### src/rtl/enc_pkg.sv
package enc_pkg;

    typedef enum logic [1:0] {
        FLT_NONE     = 2'd0,
        FLT_SHORT    = 2'd1,
        FLT_LONG     = 2'd2,
        FLT_LONG_ALT = 2'd3
    } flt_sel_e;

    localparam logic [7:0] WAIT_MIN = 8'd1;
    localparam logic [7:0] WAIT_MAX = 8'd200;
    localparam logic [7:0] WAIT_DEF = 8'd4;

    // Clamp a requested waiting time into the legal window.
    function automatic logic [7:0] clamp_wait(input logic [7:0] req);
        logic [7:0] r;
        if (req < WAIT_MIN)      r = WAIT_MIN;
        else if (req > WAIT_MAX) r = WAIT_MAX;
        else                     r = req;
        return r;
    endfunction

    // Map an {A,B} level pair to a phase index 0..3 along the forward order.
    function automatic logic [1:0] quad_phase(input logic a, input logic b);
        return {a, a ^ b};
    endfunction

endpackage

### src/rtl/enc_glitch_filter.sv
module enc_glitch_filter
    import enc_pkg::*;
#(
    parameter int US_CYC = 250,
    parameter int CNT_W  = $clog2(2 * US_CYC + 2)
) (
    input  logic       clk,
    input  logic       rst_n,
    input  logic       raw,
    input  logic [1:0] sel,
    output logic       lvl
);

    typedef struct packed {
        logic             s1;
        logic             s2;
        logic             lvl;
        logic [CNT_W-1:0] run;
    } filt_t;

    filt_t            cur_q, nxt_d;
    logic [CNT_W-1:0] need;
    logic [CNT_W:0]   run_inc;

    always_comb begin
        case (flt_sel_e'(sel))
            FLT_NONE:  need = '0;
            FLT_SHORT: need = CNT_W'(US_CYC);
            default:   need = CNT_W'(2 * US_CYC);
        endcase
    end

    always_comb begin
        nxt_d    = cur_q;
        nxt_d.s1 = raw;
        nxt_d.s2 = cur_q.s1;
        run_inc  = {1'b0, cur_q.run} + 1'b1;
        if (cur_q.s2 == cur_q.lvl) begin
            nxt_d.run = '0;
        end else if (run_inc >= {1'b0, need}) begin
            nxt_d.lvl = cur_q.s2;
            nxt_d.run = '0;
        end else begin
            nxt_d.run = run_inc[CNT_W-1:0];
        end
    end

    always_ff @(posedge clk or negedge rst_n) begin
        if (!rst_n) cur_q <= '0;
        else        cur_q <= nxt_d;
    end

    assign lvl = cur_q.lvl;

    AST_FILT_TAKES_SYNC: assert property (@(posedge clk) disable iff (!rst_n)
        (cur_q.lvl != $past(cur_q.lvl)) |-> (cur_q.lvl == $past(cur_q.s2)));
    AST_FILT_NO_FAST_PASS: assert property (@(posedge clk) disable iff (!rst_n)
        ((sel != 2'd0) && (cur_q.s2 != cur_q.lvl) && (cur_q.run == '0)) |=> $stable(cur_q.lvl));

endmodule

### src/rtl/enc_quad_counter.sv
module enc_quad_counter
    import enc_pkg::*;
#(
    parameter int POS_W = 16
) (
    input  logic             clk,
    input  logic             rst_n,
    input  logic             fa,
    input  logic             fb,
    output logic [POS_W-1:0] pos
);

    typedef struct packed {
        logic             pa;
        logic             pb;
        logic [POS_W-1:0] pos;
    } quad_t;

    quad_t      cur_q, nxt_d;
    logic [1:0] ph_old, ph_new, ph_diff;

    always_comb begin
        nxt_d   = cur_q;
        ph_old  = quad_phase(cur_q.pa, cur_q.pb);
        ph_new  = quad_phase(fa, fb);
        ph_diff = ph_new - ph_old;
        case (ph_diff)
            2'd1:    nxt_d.pos = cur_q.pos + POS_W'(1);
            2'd3:    nxt_d.pos = cur_q.pos - POS_W'(1);
            default: nxt_d.pos = cur_q.pos;   // no move, or an illegal double change
        endcase
        nxt_d.pa = fa;
        nxt_d.pb = fb;
    end

    always_ff @(posedge clk or negedge rst_n) begin
        if (!rst_n) cur_q <= '0;
        else        cur_q <= nxt_d;
    end

    assign pos = cur_q.pos;

    AST_POS_UNIT_STEP: assert property (@(posedge clk) disable iff (!rst_n)
        (cur_q.pos != $past(cur_q.pos)) |->
        (((cur_q.pos - $past(cur_q.pos)) == POS_W'(1)) ||
         (($past(cur_q.pos) - cur_q.pos) == POS_W'(1))));
    AST_JUMP_HOLDS_POS: assert property (@(posedge clk) disable iff (!rst_n)
        ((fa != cur_q.pa) && (fb != cur_q.pb)) |=> $stable(cur_q.pos));

endmodule

### src/rtl/enc_period_timer.sv
module enc_period_timer
    import enc_pkg::*;
#(
    parameter int MS_CYC = 250000,
    parameter int PER_W  = 26,
    parameter int PRE_W  = (MS_CYC > 1) ? $clog2(MS_CYC) : 1
) (
    input  logic             clk,
    input  logic             rst_n,
    input  logic             fa,
    input  logic [7:0]       wait_ms,
    input  logic             wait_fixed,
    output logic [PER_W-1:0] period,
    output logic             period_vld,
    output logic             zero_spd
);

    localparam logic [PRE_W-1:0] PRE_LAST = PRE_W'(MS_CYC - 1);

    typedef struct packed {
        logic             a_prev;
        logic             armed;
        logic             vld;
        logic             zero;
        logic [7:0]       lim;
        logic [7:0]       ms;
        logic [PRE_W-1:0] pre;
        logic [PER_W-1:0] cnt;
        logic [PER_W-1:0] per;
    } tmr_t;

    tmr_t       cur_q, nxt_d;
    logic       rise;
    logic       tick;
    logic [8:0] ms_inc;

    always_comb begin
        nxt_d        = cur_q;
        rise         = fa & ~cur_q.a_prev;
        tick         = (cur_q.pre == PRE_LAST);
        ms_inc       = {1'b0, cur_q.ms} + 9'd1;
        nxt_d.a_prev = fa;
        nxt_d.vld    = 1'b0;
        nxt_d.lim    = wait_fixed ? WAIT_DEF : clamp_wait(wait_ms);
        if (rise) begin
            if (cur_q.armed) begin
                nxt_d.per  = cur_q.cnt;
                nxt_d.vld  = 1'b1;
                nxt_d.zero = 1'b0;
            end
            nxt_d.armed = 1'b1;
            nxt_d.cnt   = PER_W'(1);
            nxt_d.pre   = '0;
            nxt_d.ms    = '0;
        end else begin
            if (cur_q.cnt != '1) nxt_d.cnt = cur_q.cnt + PER_W'(1);
            if (tick) begin
                nxt_d.pre = '0;
                if (cur_q.ms != 8'hFF) nxt_d.ms = ms_inc[7:0];
                if (ms_inc >= {1'b0, cur_q.lim}) begin
                    nxt_d.zero  = 1'b1;
                    nxt_d.per   = '0;
                    nxt_d.armed = 1'b0;
                end
            end else begin
                nxt_d.pre = cur_q.pre + PRE_W'(1);
            end
        end
    end

    always_ff @(posedge clk or negedge rst_n) begin
        if (!rst_n) begin
            cur_q      <= '0;
            cur_q.zero <= 1'b1;
            cur_q.lim  <= WAIT_DEF;
        end else begin
            cur_q <= nxt_d;
        end
    end

    assign period     = cur_q.per;
    assign period_vld = cur_q.vld;
    assign zero_spd   = cur_q.zero;

    AST_VLD_ONE_CYCLE: assert property (@(posedge clk) disable iff (!rst_n)
        cur_q.vld |=> !cur_q.vld);
    AST_VLD_CLEARS_ZERO: assert property (@(posedge clk) disable iff (!rst_n)
        cur_q.vld |-> !cur_q.zero);
    AST_ZERO_PERIOD: assert property (@(posedge clk) disable iff (!rst_n)
        cur_q.zero |-> (cur_q.per == '0));
    AST_FIXED_WAIT: assert property (@(posedge clk) disable iff (!rst_n)
        $past(wait_fixed) |-> (cur_q.lim == WAIT_DEF));
    AST_LIM_RANGE: assert property (@(posedge clk) disable iff (!rst_n)
        (cur_q.lim >= WAIT_MIN) && (cur_q.lim <= WAIT_MAX));

endmodule

### src/rtl/enc_speed_if.sv
module enc_speed_if
    import enc_pkg::*;
#(
    parameter int CLK_KHZ = 250000,
    parameter int POS_W   = 16,
    parameter int PER_W   = $clog2(200 * CLK_KHZ + 1) + 1
) (
    input  logic             clk,
    input  logic             rst_n,
    input  logic             enc_a,
    input  logic             enc_b,
    input  logic [1:0]       filt_sel,
    input  logic [7:0]       wait_ms,
    input  logic             wait_fixed,
    output logic [POS_W-1:0] pos,
    output logic [PER_W-1:0] period,
    output logic             period_vld,
    output logic             zero_spd
);

    localparam int US_CYC = (CLK_KHZ >= 1000) ? CLK_KHZ / 1000 : 1;
    localparam int MS_CYC = (CLK_KHZ >= 2) ? CLK_KHZ : 2;
    localparam int NCH    = 2;

    logic [NCH-1:0] raw_ch;
    logic [NCH-1:0] flt_ch;

    assign raw_ch = {enc_b, enc_a};

    for (genvar ch = 0; ch < NCH; ch++) begin : g_chan
        enc_glitch_filter #(.US_CYC(US_CYC)) u_filt (
            .clk   (clk),
            .rst_n (rst_n),
            .raw   (raw_ch[ch]),
            .sel   (filt_sel),
            .lvl   (flt_ch[ch])
        );
    end

    enc_quad_counter #(.POS_W(POS_W)) u_quad (
        .clk   (clk),
        .rst_n (rst_n),
        .fa    (flt_ch[0]),
        .fb    (flt_ch[1]),
        .pos   (pos)
    );

    enc_period_timer #(.MS_CYC(MS_CYC), .PER_W(PER_W)) u_tmr (
        .clk        (clk),
        .rst_n      (rst_n),
        .fa         (flt_ch[0]),
        .wait_ms    (wait_ms),
        .wait_fixed (wait_fixed),
        .period     (period),
        .period_vld (period_vld),
        .zero_spd   (zero_spd)
    );

endmodule

### config.mk
export PLATFORM = sky130hd
export DESIGN_NAME = enc_speed_if
export DESIGN_NICKNAME = d
export VERILOG_FILES = /design/src/rtl/enc_pkg.sv /design/src/rtl/enc_glitch_filter.sv /design/src/rtl/enc_quad_counter.sv /design/src/rtl/enc_period_timer.sv /design/src/rtl/enc_speed_if.sv
export SDC_FILE = /design/constraint.sdc
export NUM_CORES = 1
export LEC_CHECK = 0
export BUFFER_PORTS_ARGS = -buffer_cell sky130_fd_sc_hd__buf_2
export CAP_MARGIN = 25
export CORE_ASPECT_RATIO = 0.6
export CORE_MARGIN = 3
export CORE_UTILIZATION = 50
export DETAILED_ROUTE_END_ITERATION = 8
export PLACE_DENSITY_LB_ADDON = 0.15
export SLEW_MARGIN = 10
export SYNTH_ARGS = -nofsm -noshare
export SYNTH_HDL_FRONTEND = slang
export SYNTH_SLANG_ARGS = --single-unit
### constraint.sdc
create_clock -name clk -period 4.3 [get_ports clk]
set_input_delay 0.86 -clock clk [delete_from_list [all_inputs] [get_ports clk]]
set_output_delay 0.86 -clock clk [all_outputs]
set_load 0.03 [all_outputs]
# Word-level counts from Yosys, hierarchy flattened

Cells that the tools add are included.

Memory bits (read-only): 0
Memories: 0
Latch bits: 0
Input port bits: 15
Memory bits (writable): 0
Flip-flop bits (word level): 133

$add $sub $neg: 8
Shifts and indexed selects: 0
$lt $le $gt $ge: 5
Muxes and demuxes: 25
Reduce and logical (&&, ||, !) cells: 11
Div/mod/pow operators: 0
Bitwise logic cells: 6
Eq/ne operators: 9
Multipliers: 0

Operators by type and width:

| cell                  | number |
|---|---|
| $mux 27               | 4 |
| $mux 80               | 1 |
| $mux 8                | 5 |
| $mux 9                | 4 |
| $pmux 16 s2           | 1 |
| $add 27x1->27 const B | 1 |
| $ne 27x27->1 const B  | 1 |
| $add 9x1->10 const B  | 2 |
| $ge 10x9->1           | 2 |
| $add 18x1->18 const B | 1 |
| $eq 18x18->1 const B  | 1 |
| $mux 18               | 1 |
| $pmux 9 s2            | 1 |
| $add 16x1->16 const B | 1 |
| $sub 16x1->16 const B | 1 |
| $reduce_bool 2->1     | 5 |
| $add 8x1->9 const B   | 1 |
| $ge 9x8->1            | 1 |
| $gt 8x8->1 const B    | 1 |
| $lt 8x1->1 const B    | 1 |
| $ne 8x8->1 const B    | 1 |
| $reduce_and 2->1      | 4 |
| $mux 1                | 7 |
| $eq 2x1->1 const B    | 2 |
| 10 further kinds      | 14 |

# Depth between registers and ports, before layout

Gate-level depths: netlist of the first run.

Depth in word-level cells: 5
Mapped depth: 13

# Hierarchy

From an unflattened synthesis of the first run, not the netlist that was laid out.

Cell total of the unflattened synthesis: 805
Area, all modules: 7763.7 µm²

Modules (own cells, without submodules):

| module            | area an instance (µm²) | times used | cells each |
|---|---|---|---|
| enc_period_timer  | 4790.8                 | 1          | 515 |
| enc_glitch_filter | 808.3                  | 2          | 71 |
| enc_quad_counter  | 1356.3                 | 1          | 148 |

# Worst setup path before layout of the first run

No wires, ideal clock.

Kind: reg2reg
From: register g_chan[0].u_filt.cur_q, in the netlist g_chan[0].u_filt.lvl
To: register u_quad.cur_q, in the netlist u_quad.pos[6]
Setup slack: 1.472 ns
Path buffers: 2
Cell stages (with the launch flop): 13
Setup time: 0.129 ns
Data arrival time: 2.699 ns
Required time: 4.171 ns
Cell sequence: dfrtp_1 > xnor2_1 > ha_1 > xnor2_1 > nand2b_1 > clkbuf_1 > xnor2_1 > ha_1 > clkbuf_1 > or3_2 > o22a_1 > o21ai_0 > o31ai_1

Longest elaborated chain between the ends: 4
Elaborated cells between the ends (all ways): 6

RTL lines:

| item                                             | line                    | RTL |
|---|---|---|
| from (decl)                                      | enc_glitch_filter.sv:21 | `filt_t cur_q, nxt_d;` |
| from (signal assigned)                           | enc_glitch_filter.sv:50 | `else cur_q <= nxt_d;` |
| $xor 1x1->1                                      | enc_pkg.sv:25           | `return {a, a ^ b};` |
| $sub 2x2->2 (*)                                  | enc_quad_counter.sv:26  | `ph_diff = ph_new - ph_old;` |
| $eq 2x2->1 or $eq 2x1->1 (tied branches)         | enc_quad_counter.sv:27  | `case (ph_diff)` |
| $pmux 16 s2 or $reduce_bool 2->1 (tied branches) | -                       |  |
| to (signal assigned)                             | enc_quad_counter.sv:38  | `else cur_q <= nxt_d;` |
| to (decl)                                        | enc_quad_counter.sv:19  | `quad_t cur_q, nxt_d;` |

Mark *: on every way between the ends. The rest lies on a longest branch, timed or not.
A chain may end at the register's enable or synchronous reset.

# Worst setup path after layout of the first run

Ends and elaborated chain as after synthesis.

==> results of run 1 <==
==> cell usage after synthesis (6+ instances only) <==
library cell,number,share of area [%]
dfrtp_1,131,45
nand2_1,92,4.7
nor2_1,82,4.2
a21oi_1,59,4.0
buf_4,43,4.4
nand3_1,41,2.8
xor2_1,36,4.3
xnor2_1,34,4.1
ha_1,32,5.5
inv_1,28,1.4
nand4_1,21,1.8
nor3_1,18,1.2
and3_1,16,1.4
clkbuf_1,14,0.72
nor2b_1,14,1.2
o21ai_0,11,0.75
mux2_2,9,1.4
buf_2,7,0.48
nand2b_1,7,0.60
and4_1,6,0.72
o31ai_1,6,0.62
or4_1,6,0.62
==> layout by cell type (no fill, tap or decap), drive strengths merged, types with 8 or more instances in the layout <==
master / instances
xnor2: 34
nand2: 92
buf: 66
xor2: 36
nor2: 82
nand3: 41
mux2: 9
nor3: 18
nand4: 22
a21oi: 60
dfrtp: 131
inv: 30
and3: 16
clkinv: 8
o21ai: 12
ha: 32
nor2b: 14
clkbuf: 17
==> state kept, by name, summed over array words and instances, names as in the netlist <==
name                 count
u_quad.cur_q             1
u_tmr.period            27
u_quad.pos              16
u_tmr.cur_q             63
u_tmr.period_vld         1
g_chan.u_filt.cur_q     22
g_chan.u_filt.lvl        2
u_tmr.zero_spd           1
==> layer usage <==
| layer | track usage (%) | vias up |
|---|---|---|
| li1 | - | 2693 |
| met1 | 32.4 | 2641 |
| met2 | 26.1 | 134 |
| met3 | 5.08 | 6 |
| met4 | 4.46 | 0 |
| met5 | 0 | - |
==> power by group through the flow <==
| stage | clock [mW] | sequential, mW | combinational [mW] |
|---|---|---|---|
| floorplan | 0 | 1.48 | 0.453 |
| global placement | 0 | 1.53 | 0.505 |
| detailed placement | 0 | 1.54 | 0.523 |
| CTS | 1.57 | 1.51 | 0.524 |
| global route | 1.64 | 1.54 | 0.595 |
| finish | 1.54 | 1.52 | 0.519 |
==> final timing paths <==
path | startpoint | end | slack [ns] | depth (start not counted)
hold / removal | rst_n | u_tmr.period[12] | 0.33 | 1
min in group clk | g_chan[1].u_filt.cur_q[11] | g_chan[1].u_filt.cur_q[10] | 0.35 | 0
hold reg to reg | g_chan[1].u_filt.cur_q[11] | g_chan[1].u_filt.cur_q[10] | 0.35 | 0
setup reg to reg | g_chan[0].u_filt.lvl | u_quad.pos[6] | 1.23 | 10
max in group asynchronous | rst_n | u_tmr.cur_q[66] | 2.99 | 2
setup / recovery | g_chan[0].u_filt.lvl | u_quad.pos[6] | 1.23 | 10
==> worst register-to-register path: stages, from the launching register on <==
cell and delay, ns:
dfrtp_1 0.44, xnor2_1 0.16, ha_1 0.23, xnor2_1 0.40
nand2b_1 0.28, xnor2_1 0.20, ha_1 0.28, or3_2 0.51
o22a_1 0.20, o21ai_0 0.14, o31ai_1 0.09
==> logic make-up after synthesis <==
| group | Yosys count | synth area share [%] |
|---|---|---|
| compound gates | 107 | 8.73 |
| xor+xnor | 70 | 8.40 |
| buf+inv | 96 | 7.29 |
| flops | 133 | 45.7 |
| mux | 10 | 1.53 |
| fa+ha+maj | 32 | 5.49 |
| simple gates | 334 | 22.9 |
==> through the flow <==
stage | total power [mW] | std cells | cell area [um2] | hold slack [ns] | setup slack, ns
after floorplan | 1.94 | 782 | 7290 | 0.331 | 1.47
after global placement | 2.03 | 971 | 7460 | 0.338 | 1.32
after detailed placement | 2.06 | 972 | 7470 | 0.340 | 1.25
after CTS | 3.61 | 1004 | 8100 | 0.348 | 1.22
after global routing | 3.77 | 1005 | 8130 | 0.347 | 0.928
final | 3.58 | 1005 | 8130 | 0.334 | 1.23
==> cell type report <==
type	count	area, um2
Fill cell	1241	5830
Multi-Input combinational cell	553	3430
Sequential cell	133	3330
Clock buffer	17	425
Timing Repair Buffer	66	383
Tap cell	192	240
Clock inverter	15	206
Inverter	29	109
==> results.cfg, run 1 <==
[run_status]
status = complete, no violations

[yosys]
synth_edf_count = 0
synth-seq-area-share_pct = 45.7
synth_ff_type = dfrtp_1
yosysWarnings = 0
synth_seq_cells = 133
syn_area_um2 = 7290
syn_inst = 782
synth_nets = 829
avgSynthCellArea_um2 = 9.33
yosys.cell_types.count = 57
ys_async_sr_fraction_pct = 100

[critical_path]
critical_path.max_stage_delay_ns = 0.51
critPathBufInv = 0
path_class = register to register
cp_cell_sequence = xnor2_1, ha_1, xnor2_1, nand2b_1, xnor2_1, ha_1, or3_2, o22a_1, o21ai_0, o31ai_1
cp-start-kind = register
crit_family = simple AND/OR/NAND/NOR gates
cpMaxStageDelayCell = or3_2
critPathMaxFanout = 9
crit_top_cell = xnor2_1
end_kind = register
worstPathArrival_ns = 3.36
worstPathRequired_ns = 4.59

[sta]
finalCritPeriodShare_pct = 71.4
finalHoldViolations = 0
fmax_mhz = 326
min_period_ns = 3.07
relSlewSlack_pct = 50.2
slew_violations = 0
tns_ns = 0
clock-skew-final_ns = 0.0218
worst_slew_pin_slew_ns = 0.742
rsz0062_at_grt = no
finalSetupViolations = 0

[route]
ant_nets = 0
first_pass_iters = 5
wl_per_cell_um = 15.2
first_iter_violations = 439
routed_wl_um = 15300
wl_met3_um = 758
top_layer = met4
vias = 5474
via_per_inst = 5.45
met1Wirelength_um = 8400
route.met2.wl_um = 6090
drc = 0

[floorplan]
die_area_um2 = 16100
coreArea_um2 = 14000
dieHeight_um = 99.6
initial_utilization_pct = 52.3
core.rowCount = 33
ios = 60
fp.dieW_um = 162

[grt]
grt_pass1_vias = 5207
grt_max_degree = 61
grt_use_total_pct = 19.9
grt_pass1_wl_um = 26100
grt-ovfl-total = 0
antenna_found_initial = 0

[clock_network]
clock_latency_ns = 0.43
numCtsBuffers = 17
post_cts_buffers = 0
cts.repair.resized = 0
cts_buffer_depth = 2
cts_tree = done
clkSlewWorstSetupHoldPaths_ns = 0.06
cts_sinks = 133
holdBufCountCts = 0
root_buffer = clkbuf_16
htree_levels = 4

[power]
combPwrFrac_pct = 14.5
netSwitchingPower_mw = 1.03
ir_worst_vdd_v = 0.000274
p_per_area_nw_per_um2 = 441
switching_share_pct = 28.9
cellLeakagePower_nw = 3.91
p_clk_share_pct = 43.1
p_int_mw = 2.55
seq_power_share_pct = 42.4

[cells_and_area]
nNetsFinal = 847
drive_gt1_share_pct = 15.6
n_antenna_cell = 0
area_growth_pct = 11.4
utilization_pct = 58.2

[placement]
dp_hpwl_um = 10900
gp_congestion = 0.879
port_buffers = 59

[flow_run]
max_cap_violations = 0

[min_path]
min_path_type = primary input to async pin
Power figures use the tool's default switching activity.
==> run 2, diff against run 1 <==
==> constraint.sdc (replaced) <==
create_clock -name clk -period 3 [get_ports clk]
set_input_delay 0.6 -clock clk [delete_from_list [all_inputs] [get_ports clk]]
set_output_delay 0.6 -clock clk [all_outputs]
set_load 0.03 [all_outputs]
==> run 2 against run 1 <==
  * Via count up 0.82%
  * Sequential share of layout area down 0.31 points
  * Register-to-register slack worse by 0.96 ns
  * Die area unchanged
  * Combinational power up 44%
  * Setup slack worse by 0.96 ns
  * Sequential power up 43%
  * Core utilization up 0.45 points
  * Maximum frequency up 12%
  * Critical path type unchanged
  * Largest power group unchanged
==> results.cfg, run 2 (synthesis results as in run 1) <==
[sta]
slew_violations = 0
relSlewSlack_pct = 47.5
fmax_mhz = 366
finalHoldViolations = 0
whs_ns = 0.223
timing.final.ws_setup_ns = 0.268
clock-skew-final_ns = 0.0116
worst_slew_pin_slew_ns = 0.780
rsz0062_at_grt = no
finalCritPeriodShare_pct = 91.1
finalSetupViolations = 0
min_period_ns = 2.73
tns_ns = 0

[floorplan]
initial_utilization_pct = 52.3
die_area_um2 = 16100
dieHeight_um = 99.6
core.rowCount = 33
coreArea_um2 = 14000
fp.dieW_um = 162
ios = 60

[critical_path]
cpMaxStageDelayCell = or3_2
critPathLaunch = g_chan[0].u_filt.lvl
reg2reg_from = g_chan[0].u_filt.lvl
worstPathRequired_ns = 3.29
critical_path.max_stage_delay_ns = 0.53
cp-start-kind = register
crit_top_cell = xnor2_1
critPathMaxFanout = 9
worstPathArrival_ns = 3.02
end_kind = register
path_class = register to register
cp_cell_sequence = xnor2_1, ha_1, xnor2_1, nand2b_1, xnor2_1, ha_1, or3_2, o22a_1, o21ai_0, o31ai_1

[cells_and_area]
nNetsFinal = 853
mostFrequentLayoutCell = dfrtp_1
final_cell_mix = dfrtp_1 (131), nand2_1 (92), nor2_1 (82)
regArea_um2 = 3330
area_growth_pct = 12.3
largest_register = u_tmr.cur_q
largest_reg_flops = 63
multiInputGateArea_um2 = 3430
nFillCells = 1216
drive_gt1_share_pct = 16.1
n_antenna_cell = 0

[route]
wl_per_cell_um = 15.1
routed_wl_um = 15200
first_pass_iters = 5
drc = 0
first_iter_violations = 448
ant_nets = 0
vias = 5519
via_per_inst = 5.46

[grt]
grt_pass1_vias = 5274
grt-ovfl-total = 0
grt_pass1_wl_um = 26300
grt_use_total_pct = 20.1
antenna_found_initial = 0
grt_max_degree = 55

[power]
p_per_area_nw_per_um2 = 644
cellLeakagePower_nw = 3.95
power_mw = 5.28
ir_worst_vdd_v = 0.000363

[clock_network]
clkSlewWorstSetupHoldPaths_ns = 0.06
holdBufCountCts = 0
cts_sinks = 133
cts_tree = done
post_cts_buffers = 0
clock_latency_ns = 0.41
numCtsBuffers = 17
htree_levels = 4
root_buffer = clkbuf_16
cts.repair.resized = 0
cts_buffer_depth = 2

[placement]
gp_congestion = 0.856
dp_hpwl_um = 11000
port_buffers = 59
place_ws_ns = 0.338

[flow_run]
max_cap_violations = 0

[min_path]
min_path_type = primary input to async pin

[run_status]
status = complete, no violations
[run 2: cell count changes in the layout (fill, tap and decap cells not counted), sizes merged]
cell,before,now
clkbuf,17,18
inv,30,29
bufinv,4,6
clkinv,8,4
buf,66,72
clkinvlp,2,3
[run 2: cell type report]
class / count / share of cell area (%)
Clock buffer: 18 / 5.36
Clock inverter: 13 / 2.81
Inverter: 29 / 1.33
Multi-Input combinational cell: 553 / 41.9
Sequential cell: 133 / 40.7
Tap cell: 192 / 2.93
Timing Repair Buffer: 72 / 4.98
[run 2: path summary, 6_finish.rpt]
kind | endpoint | slack, ns | depth (start not counted)
max reg2reg | u_quad.pos[6] | 0.27 | 10
min reg2reg | g_chan[1].u_filt.cur_q[10] | 0.35 | 0
max in group asynchronous | u_tmr.cur_q[82] | 1.96 | 2
min | u_tmr.period[16] | 0.22 | 1
max | u_quad.pos[6] | 0.27 | 10
min in group clk | g_chan[1].u_filt.cur_q[11] | 0.29 | 1
[run 2: metrics by stage]
stage / utilization [%] / instances / cell area (um2)
3_3_place_gp: 53.8 / 978 / 7510
2_1_floorplan: - / 782 / 7290
6_report: 58.7 / 1010 / 8190
3_5_place_dp: 53.9 / 979 / 7520
5_1_grt: 58.7 / 1010 / 8190
4_1_cts: 58.7 / 1010 / 8190
[run 2: per-layer routing]
metal  track usage (%)  vias to the layer above  share of wire (%)
met3              3.95                       17                5.9
met2              27.3                      156                 40
li1                  -                     2705                  -
met1              32.1                     2641                 53
met5                 0                        -                  0
met4              6.09                        0               0.94
[run 2: worst max-delay path: cells and delay by family, from the launching register on]
kind | cells | cell delay [ns]
compound gates | 3 | 0.45
fa+ha+maj | 2 | 0.52
simple gates | 2 | 0.67
xor+xnor | 3 | 0.53
flops | 1 | 0.44
[run 2: power breakdown]
part	internal [mW]	switching, mW
logic	0.298	0.451
registers	1.96	0.219
clock network	1.58	0.774
total	3.83	1.44
==> run 3, diff against run 2 <==
--- a/config.mk
+++ b/config.mk
@@ -12,6 +12,7 @@
 export CORE_UTILIZATION = 50
 export DETAILED_ROUTE_END_ITERATION = 8
 export PLACE_DENSITY_LB_ADDON = 0.15
+export RECOVER_POWER = 100
 export SLEW_MARGIN = 10
 export SYNTH_ARGS = -nofsm -noshare
 export SYNTH_HDL_FRONTEND = slang
==> run 3 against run 2 <==
  * Sequential power about the same
  * Setup slack worse by 0.0030 ns
  * Clock skew hardly changed
  * Register-to-register slack about the same
  * Core utilization down 0.99 points
  * Non-clock buffer count did not move
==> results.cfg, run 3 (synthesis results as in run 1) <==
[cells_and_area]
drive_gt1_share_pct = 8.92
fin_area_um2 = 8050
nNetsFinal = 853
largest_register = u_tmr.cur_q
area_growth_pct = 10.4
largest_reg_flops = 63
mostFrequentLayoutCell = dfrtp_1
final_cell_mix = dfrtp_1 (131), nand2_1 (92), nor2_1 (82)
n_antenna_cell = 0

[power]
p_per_area_nw_per_um2 = 653
cellLeakagePower_nw = 3.68
power_mw = 5.26
ir_worst_vdd_v = 0.000364

[route]
vias = 5500
first_iter_violations = 466
wl_per_cell_um = 15.2
routed_wl_um = 15300
drc = 0
ant_nets = 0
first_pass_iters = 5
via_per_inst = 5.45

[sta]
rsz0062_at_grt = no
whs_ns = 0.294
finalCritPeriodShare_pct = 91.2
finalHoldViolations = 0
tns_ns = 0
clock-skew-final_ns = 0.0117
min_period_ns = 2.74
slew_violations = 0
worst_slew_pin_slew_ns = 1.33
relSlewSlack_pct = 10.4
timing.final.ws_setup_ns = 0.265
finalSetupViolations = 0
fmax_mhz = 366

[critical_path]
r2r_end = u_tmr.period[2]
worstPathArrival_ns = 3.06
reg2reg_slack_ns = 0.26
cp_cell_sequence = ha_1, nand3_1, or2_2, xnor2_1, ha_1, o21ai_0, a21oi_1, and3b_1, buf_4, a21oi_1
rr_worst_depth = 10
reg2reg_from = u_tmr.cur_q[72]
path_class = register to register
end_kind = register
cp-start-kind = register
worstPathRequired_ns = 3.32
critPathMaxFanout = 29
cpMaxStageDelayCell = dfrtp_1
critical_path.max_stage_delay_ns = 0.42

[floorplan]
die_area_um2 = 16100
fp.dieW_um = 162
ios = 60
core.rowCount = 33
dieHeight_um = 99.6
coreArea_um2 = 14000
initial_utilization_pct = 52.3

[placement]
gp_congestion = 0.856
port_buffers = 59
dp_hpwl_um = 11000
place_area_um2 = 7520
place_ws_ns = 0.338

[clock_network]
htree_levels = 4
post_cts_buffers = 0
cts_buffer_depth = 2
clock_latency_ns = 0.41
cts_tree = done
clkSlewWorstSetupHoldPaths_ns = 0.06
cts.repair.resized = 0
root_buffer = clkbuf_16
cts_sinks = 133
holdBufCountCts = 0
numCtsBuffers = 17

[flow_run]
max_cap_violations = 0

[min_path]
whs_path_depth = 1
min_to = g_chan[1].u_filt.cur_q[11]
min_path_type = primary input to register
min-delay-start = enc_b

[grt]
grt-ovfl-total = 0
grt_pass1_wl_um = 26300
antenna_found_initial = 0
grt_max_degree = 55
grt_use_total_pct = 20.1
grt_pass1_vias = 5274

[run_status]
status = complete, no violations
run 3: layout make-up:
class / count / area (um2)
multi-input cells: 553 / 3390
inverters: 29 / 109
fillers: 1256 / 5900
repair buffers: 72 / 310
clock buffers: 18 / 439
flip-flops and latches: 133 / 3330
well taps: 192 / 240
clock inverters: 13 / 230
run 3: worst max-delay path, delay by kind of cell (launching register included):
kind | cells | cell delay [ns]
AND/OR/NAND/NOR | 3 | 0.77
AO/OA/AOI/OAI | 3 | 0.46
buffers and inverters | 1 | 0.23
adder cells (fa/ha/maj) | 2 | 0.52
XOR/XNOR | 1 | 0.24
flip-flops | 1 | 0.42
run 3: worst max path at each step:
stage	startpoint	cells past startpoint	endpoint
global route	rst_n	2	u_tmr.cur_q[74]
global placement	g_chan[0].u_filt.lvl	10	u_quad.pos[6]
CTS	g_chan[0].u_filt.lvl	10	u_quad.pos[6]
finish	u_tmr.cur_q[72]	10	u_tmr.period[2]
floorplan	g_chan[0].u_filt.lvl	12	u_quad.pos[6]
detailed placement	u_tmr.cur_q[72]	10	u_tmr.period[2]
run 3: routing by layer:
layer / wire [um] / up-vias / global-route usage [%]
met5: 0 / - / 0
met4: 126 / 0 / 6.09
met3: 797 / 10 / 3.95
met2: 6160 / 125 / 27.3
met1: 8240 / 2656 / 32.1
li1: - / 2709 / -
run 3: where the power goes:
group | internal (mW) | leakage, nW | switching [mW]
logic | 0.280 | 1.57 | 0.447
registers | 1.96 | 1.79 | 0.220
clock network | 1.58 | 0.318 | 0.779
total | 3.81 | 3.68 | 1.45
run 3: per-stage QoR:
stage | cells | util (%)
3_5_place_dp | 979 | 53.9
3_3_place_gp | 978 | 53.8
2_1_floorplan | 782 | -
6_report | 1010 | 57.7
4_1_cts | 1010 | 58.7
5_1_grt | 1010 | 57.7
